## src/rtl/i2c_mon_pkg.sv

```systemverilog
package i2c_mon_pkg;
  localparam int CAUSE_W     = 3;
  localparam int CAUSE_START = 0;
  localparam int CAUSE_STOP  = 1;
  localparam int CAUSE_BYTE  = 2;

  // START: data falls while clock is high in both samples
  function automatic logic is_start(input logic scl_now, input logic scl_prev,
                                    input logic sda_now, input logic sda_prev);
    return scl_now & scl_prev & sda_prev & ~sda_now;
  endfunction

  // STOP: data rises while clock is high in both samples
  function automatic logic is_stop(input logic scl_now, input logic scl_prev,
                                   input logic sda_now, input logic sda_prev);
    return scl_now & scl_prev & ~sda_prev & sda_now;
  endfunction

  function automatic logic free_of(input logic s_bit, input logic p_bit);
    return p_bit | (~s_bit & ~p_bit);
  endfunction
endpackage

```

## src/rtl/i2c_mon_sync.sv

```systemverilog
module i2c_mon_sync #(
  parameter int STAGES = 2,
  parameter int WIDTH  = 2
) (
  input  logic             clk,
  input  logic             rst_n,
  input  logic [WIDTH-1:0] d_i,
  output logic [WIDTH-1:0] q_o
);
  logic [WIDTH-1:0] stage_q [STAGES];

  generate
    for (genvar g = 0; g < STAGES; g++) begin : g_stage
      if (g == 0) begin : g_first
        always_ff @(posedge clk or negedge rst_n) begin
          if (!rst_n) stage_q[g] <= '1;
          else        stage_q[g] <= d_i;
        end
      end else begin : g_next
        always_ff @(posedge clk or negedge rst_n) begin
          if (!rst_n) stage_q[g] <= '1;
          else        stage_q[g] <= stage_q[g-1];
        end
      end
    end
  endgenerate

  assign q_o = stage_q[STAGES-1];
endmodule

```

## src/rtl/i2c_mon_cond.sv

```systemverilog
module i2c_mon_cond
  import i2c_mon_pkg::*;
(
  input  logic clk,
  input  logic rst_n,
  input  logic en_i,
  input  logic scl_s_i,
  input  logic sda_s_i,
  output logic start_evt_o,
  output logic stop_evt_o
);
  logic scl_prev_q, sda_prev_q;

  always_ff @(posedge clk or negedge rst_n) begin
    if (!rst_n) begin
      scl_prev_q <= 1'b1;
      sda_prev_q <= 1'b1;
    end else begin
      scl_prev_q <= scl_s_i;
      sda_prev_q <= sda_s_i;
    end
  end

  assign start_evt_o = en_i & is_start(scl_s_i, scl_prev_q, sda_s_i, sda_prev_q);
  assign stop_evt_o  = en_i & is_stop(scl_s_i, scl_prev_q, sda_s_i, sda_prev_q);
endmodule

```

## src/rtl/i2c_mon_status.sv

```systemverilog
module i2c_mon_status
  import i2c_mon_pkg::*;
(
  input  logic clk,
  input  logic rst_n,
  input  logic en_i,
  input  logic start_evt_i,
  input  logic stop_evt_i,
  output logic s_o,
  output logic p_o,
  output logic free_o
);
  logic s_q, p_q;

  always_ff @(posedge clk or negedge rst_n) begin
    if (!rst_n) begin
      s_q <= 1'b0;
      p_q <= 1'b0;
    end else if (!en_i) begin
      s_q <= 1'b0;
      p_q <= 1'b0;
    end else if (start_evt_i) begin
      s_q <= 1'b1;
      p_q <= 1'b0;
    end else if (stop_evt_i) begin
      s_q <= 1'b0;
      p_q <= 1'b1;
    end
  end

  assign s_o    = s_q;
  assign p_o    = p_q;
  assign free_o = free_of(s_q, p_q);
endmodule

```

## src/rtl/i2c_mon_irq.sv

```systemverilog
module i2c_mon_irq
  import i2c_mon_pkg::*;
(
  input  logic               clk,
  input  logic               rst_n,
  input  logic               en_i,
  input  logic [CAUSE_W-1:0] src_i,
  input  logic               clr_i,
  input  logic               mask_i,
  output logic               flag_o,
  output logic               irq_o,
  output logic [CAUSE_W-1:0] cause_o
);
  logic [CAUSE_W-1:0] cause_q;

  generate
    for (genvar g = 0; g < CAUSE_W; g++) begin : g_cause
      always_ff @(posedge clk or negedge rst_n) begin
        if (!rst_n)         cause_q[g] <= 1'b0;
        else if (!en_i)     cause_q[g] <= 1'b0;
        else if (src_i[g])  cause_q[g] <= 1'b1;
        else if (clr_i)     cause_q[g] <= 1'b0;
      end
    end
  endgenerate

  assign cause_o = cause_q;
  assign flag_o  = |cause_q;
  assign irq_o   = flag_o & mask_i;
endmodule

```

## src/rtl/i2c_bus_monitor.sv

```systemverilog
module i2c_bus_monitor
  import i2c_mon_pkg::*;
#(
  parameter int SYNC_STAGES = 2
) (
  input  logic               clk,
  input  logic               rst_n,
  input  logic               mon_en_i,
  input  logic               scl_i,
  input  logic               sda_i,
  input  logic               byte_done_i,
  input  logic               irq_en_i,
  input  logic               irq_clr_i,
  output logic               start_seen_o,
  output logic               stop_seen_o,
  output logic               bus_free_o,
  output logic               irq_flag_o,
  output logic               irq_o,
  output logic [CAUSE_W-1:0] cause_o
);
  logic [1:0] line_s;
  logic       start_evt, stop_evt, byte_evt;
  logic [CAUSE_W-1:0] src_vec;

  i2c_mon_sync #(.STAGES(SYNC_STAGES), .WIDTH(2)) u_sync (
    .clk(clk), .rst_n(rst_n), .d_i({scl_i, sda_i}), .q_o(line_s)
  );

  i2c_mon_cond u_cond (
    .clk(clk), .rst_n(rst_n), .en_i(mon_en_i),
    .scl_s_i(line_s[1]), .sda_s_i(line_s[0]),
    .start_evt_o(start_evt), .stop_evt_o(stop_evt)
  );

  i2c_mon_status u_status (
    .clk(clk), .rst_n(rst_n), .en_i(mon_en_i),
    .start_evt_i(start_evt), .stop_evt_i(stop_evt),
    .s_o(start_seen_o), .p_o(stop_seen_o), .free_o(bus_free_o)
  );

  assign byte_evt = mon_en_i & byte_done_i;

  always_comb begin
    src_vec              = '0;
    src_vec[CAUSE_START] = start_evt;
    src_vec[CAUSE_STOP]  = stop_evt;
    src_vec[CAUSE_BYTE]  = byte_evt;
  end

  i2c_mon_irq u_irq (
    .clk(clk), .rst_n(rst_n), .en_i(mon_en_i), .src_i(src_vec),
    .clr_i(irq_clr_i), .mask_i(irq_en_i),
    .flag_o(irq_flag_o), .irq_o(irq_o), .cause_o(cause_o)
  );
endmodule

```

## config.mk

```make
export PLATFORM = sky130hd
export DESIGN_NAME = i2c_bus_monitor
export DESIGN_NICKNAME = d
export VERILOG_FILES = /design/src/rtl/i2c_mon_pkg.sv /design/src/rtl/i2c_mon_sync.sv /design/src/rtl/i2c_mon_cond.sv /design/src/rtl/i2c_mon_status.sv /design/src/rtl/i2c_mon_irq.sv /design/src/rtl/i2c_bus_monitor.sv
export SDC_FILE = /design/constraint.sdc
export NUM_CORES = 1
export LEC_CHECK = 0
export CAP_MARGIN = 20
export CORE_AREA = 2 2 39 41
export CTS_CLUSTER_SIZE = 24
export DETAILED_ROUTE_END_ITERATION = 8
export DIE_AREA = 0 0 41 43
export PLACE_DENSITY_LB_ADDON = 0.3
export SETUP_SLACK_MARGIN = 0.2
export SYNTH_ARGS = -nofsm -noshare
export SYNTH_HDL_FRONTEND = slang
export SYNTH_SLANG_ARGS = --single-unit
```

## constraint.sdc

```tcl
create_clock -name clk -period 1.8 [get_ports clk]
set_clock_uncertainty 0.05 [all_clocks]
set_input_delay 0.54 -clock clk [delete_from_list [all_inputs] [get_ports clk]]
set_output_delay 0.54 -clock clk [all_outputs]
set_load 0.02 [all_outputs]
```

==> results of run 1 <==
Yosys cell counts, drive strengths merged:
cell type | instances | area (um^2)
nand2b | 1 | 6.26
nand4b | 1 | 8.76
o21a | 2 | 15.0
or2b | 1 | 7.51
nand2 | 1 | 3.75
and4b | 1 | 10.0
dfstp | 6 | 158
inv | 1 | 3.75
and2 | 2 | 15.0
dfrtp | 5 | 125
nor2b | 2 | 12.5
o22ai | 1 | 6.26
a21oi | 1 | 5.00
a22o | 1 | 8.76
or3 | 1 | 11.3
sequential cells by signal, summed over array words and instances (netlist names):
| name | cells |
|---|---|
| u_cond.scl_prev_q | 1 |
| u_cond.sda_prev_q | 1 |
| u_sync.q_o | 2 |
| u_status.s_o | 1 |
| u_status.p_o | 1 |
| u_irq.cause_o | 3 |
| u_sync.stage_q | 2 |
routing by layer:
layer | GRT usage, % | part of all wire (%)
met5 | 0 | 0
met4 | 10.0 | 3.9
met1 | 11.3 | 37
met3 | 3.66 | 10
met2 | 16.3 | 48
worst paths after layout:
kind | to
max reg2reg | u_irq.cause_o[2]$_DFFE_PN0P_
max | irq_o
min in group asynchronous | u_irq.cause_o[0]$_DFFE_PN0P_
max in group asynchronous | u_cond.sda_prev_q$_DFF_PN1_
min reg2reg | u_sync.q_o[0]$_DFF_PN1_
min | u_sync.q_o[0]$_DFF_PN1_
area by class of cell:
cell class                 count  area [um^2]
sequential                    11          285
multi-input combinational     15          118
fill                         135          736
timing repair buffer          21          195
clock buffer                   4         26.3
inverter                       1         3.75
tap                           16         20.0
kinds of logic after synthesis:
kind of cell           after synthesis
DFF                                 11
and+or+nand+nor                     10
AOI/OAI and AO/OA                    5
buffers and inverters                1
where the power goes:
group          internal [mW]  switching (mW)  total, mW
clock                 0.0857          0.0750      0.161
sequential             0.264         0.00656      0.270
combinational         0.0447          0.0295     0.0742
repair_timing:
item                       CTS  global route
buffers inserted             3             0
pin swaps                    0             1
setup endpoints to repair    8             5
hold buffers                 0             0
cloned                       0             0
gates resized for setup     32             6
worst max-delay path, cell delays in order, from the launching register on:
cell	delay [ps]
dfrtp_2	400
or3_4	380
and2_4	140
buf_6	120
==> qor.txt, run 1 <==
XOR/XNOR share of the synthesized area = 0%
Layout cell share with drive strength beyond 1 = 50.0%
Hold Slack = 309 ps
Area after DPL = 592 um^2
Fraction of the mapped netlist area in simple logic gates = 18.9%
Post-synthesis cell type count = 16
CTS Buffer Depth = 2
Maximum clock frequency = 0.527 GHz
Cell Area, Synth = 397 um^2
Initial antenna violation count = 0
Pins Over Slew Limit = 0
Via count = 309
WP data required = 1210 ps
Global-route wire length before repair = 1.23 mm
Total of max-cap violations = 0
Synth Net Count = 35
Final ANT Viol Nets = 0
DR iter-0 viols = 1
Run status = finished, violations left
Worst hold path stage count = 0
Final setup viols = 2
DP Cell Count = 61
GRT overflow = 0
Post-Layout Cell Count = 68
Most common cell after layout, fill and taps aside = clkdlybuf4s50_1
Min Tclk post-route = 1900 ps
Rows = 14
Clk sinks = 11
Total power = 505 uW
Drt wl/cell = 11.4 um
Measured slew at the worst slew-check pin = 466 ps
Worst r2r src = u_irq.cause_o[2]$_DFFE_PN0P_
CP endpoint kind = output port
Cell Pwr Density = 780 mW/mm^2
Crit path launch type = flip-flop
Remaining routing DRC violations = 0
Synth Area in Compound Gates = 8.83%
Initial Util = 28.7%
Failing checks = setup timing
Synth Area in Adders = 0%
Period Utilization, post-route = 105%
Ant diodes = 0
# IOs = 16
Clock latency on the worst-skew pair = 260 ps
Final worst setup slack = -99.0 ps
Core Region = 0.00138 mm^2
Dpl ws = -496 ps
GR Util All Layers = 11.0%
Horiz. Die Dim = 41 um
Hold Path Class = flip-flop to flip-flop
Relative slew margins = 68.8%
First-pass DRT Iterations = 4
Largest net degree at the start of global routing = 12
Seq/Total Area, Yosys = 71.3%
Critical path startpoint = u_irq.cause_o[1]$_DFFE_PN0P_
Average via count per standard cell = 4.54
Post-Synthesis Cells = 27
Number of global-route vias before repair = 311
Post-synthesis mux area share = 0%
TritonCTS Buffers = 3
P_leak = 0.291 nW
RSZ-0062 raised after global routing = true
CTS root buf = clkbuf_4
Peak VDD IR = 0.330 mV
Worst-path clk slew = 60 ps
Hold path startpoint = u_sync.stage_q[2]$_DFF_PN1_
Final hold violation count = 0
Area Growth Syn to Fin = 63.4%
Final Util = 46.8%
CP arrival = 1310 ps
CTS tree = yes
Critical path type = flip-flop to output port
Average size of a mapped cell = 14.7 um^2
Largest family of logic cells by synthesized area = simple AND/OR/NAND/NOR gates
Fin Setup TNS = -101 ps
Worst r2r path cells = 6
Die Ht = 43 um
H-tree depth = 1
Port Buf Inserts = 15
Die ar. = 0.00176 mm^2
Reg-to-reg setup timing slack = 540 ps
#FFs+latches synth = 11
Yosys warns = 0
Final wirelength = 777 um
Crit-path max FO = 2
Final Cell Area = 648 um^2
Layout net count = 61
Final GP Congestion = 0.568
Most frequent cells in the layout = clkdlybuf4s50_1 (7), buf_6 (6), dfstp_2 (6)
(Power assumes the default switching activity.)
==> run 2: changes to the inputs <==
- CTS_CLUSTER_DIAMETER: default -> 40
==> results of run 2 <==
No change in the layout: final DEF, timing and power equal those of run 1.
==> run 3: changes to the inputs <==
- HOLD_SLACK_MARGIN: default -> 0.15
==> results of run 3 <==
No change in the layout: final DEF, timing and power equal those of run 1.
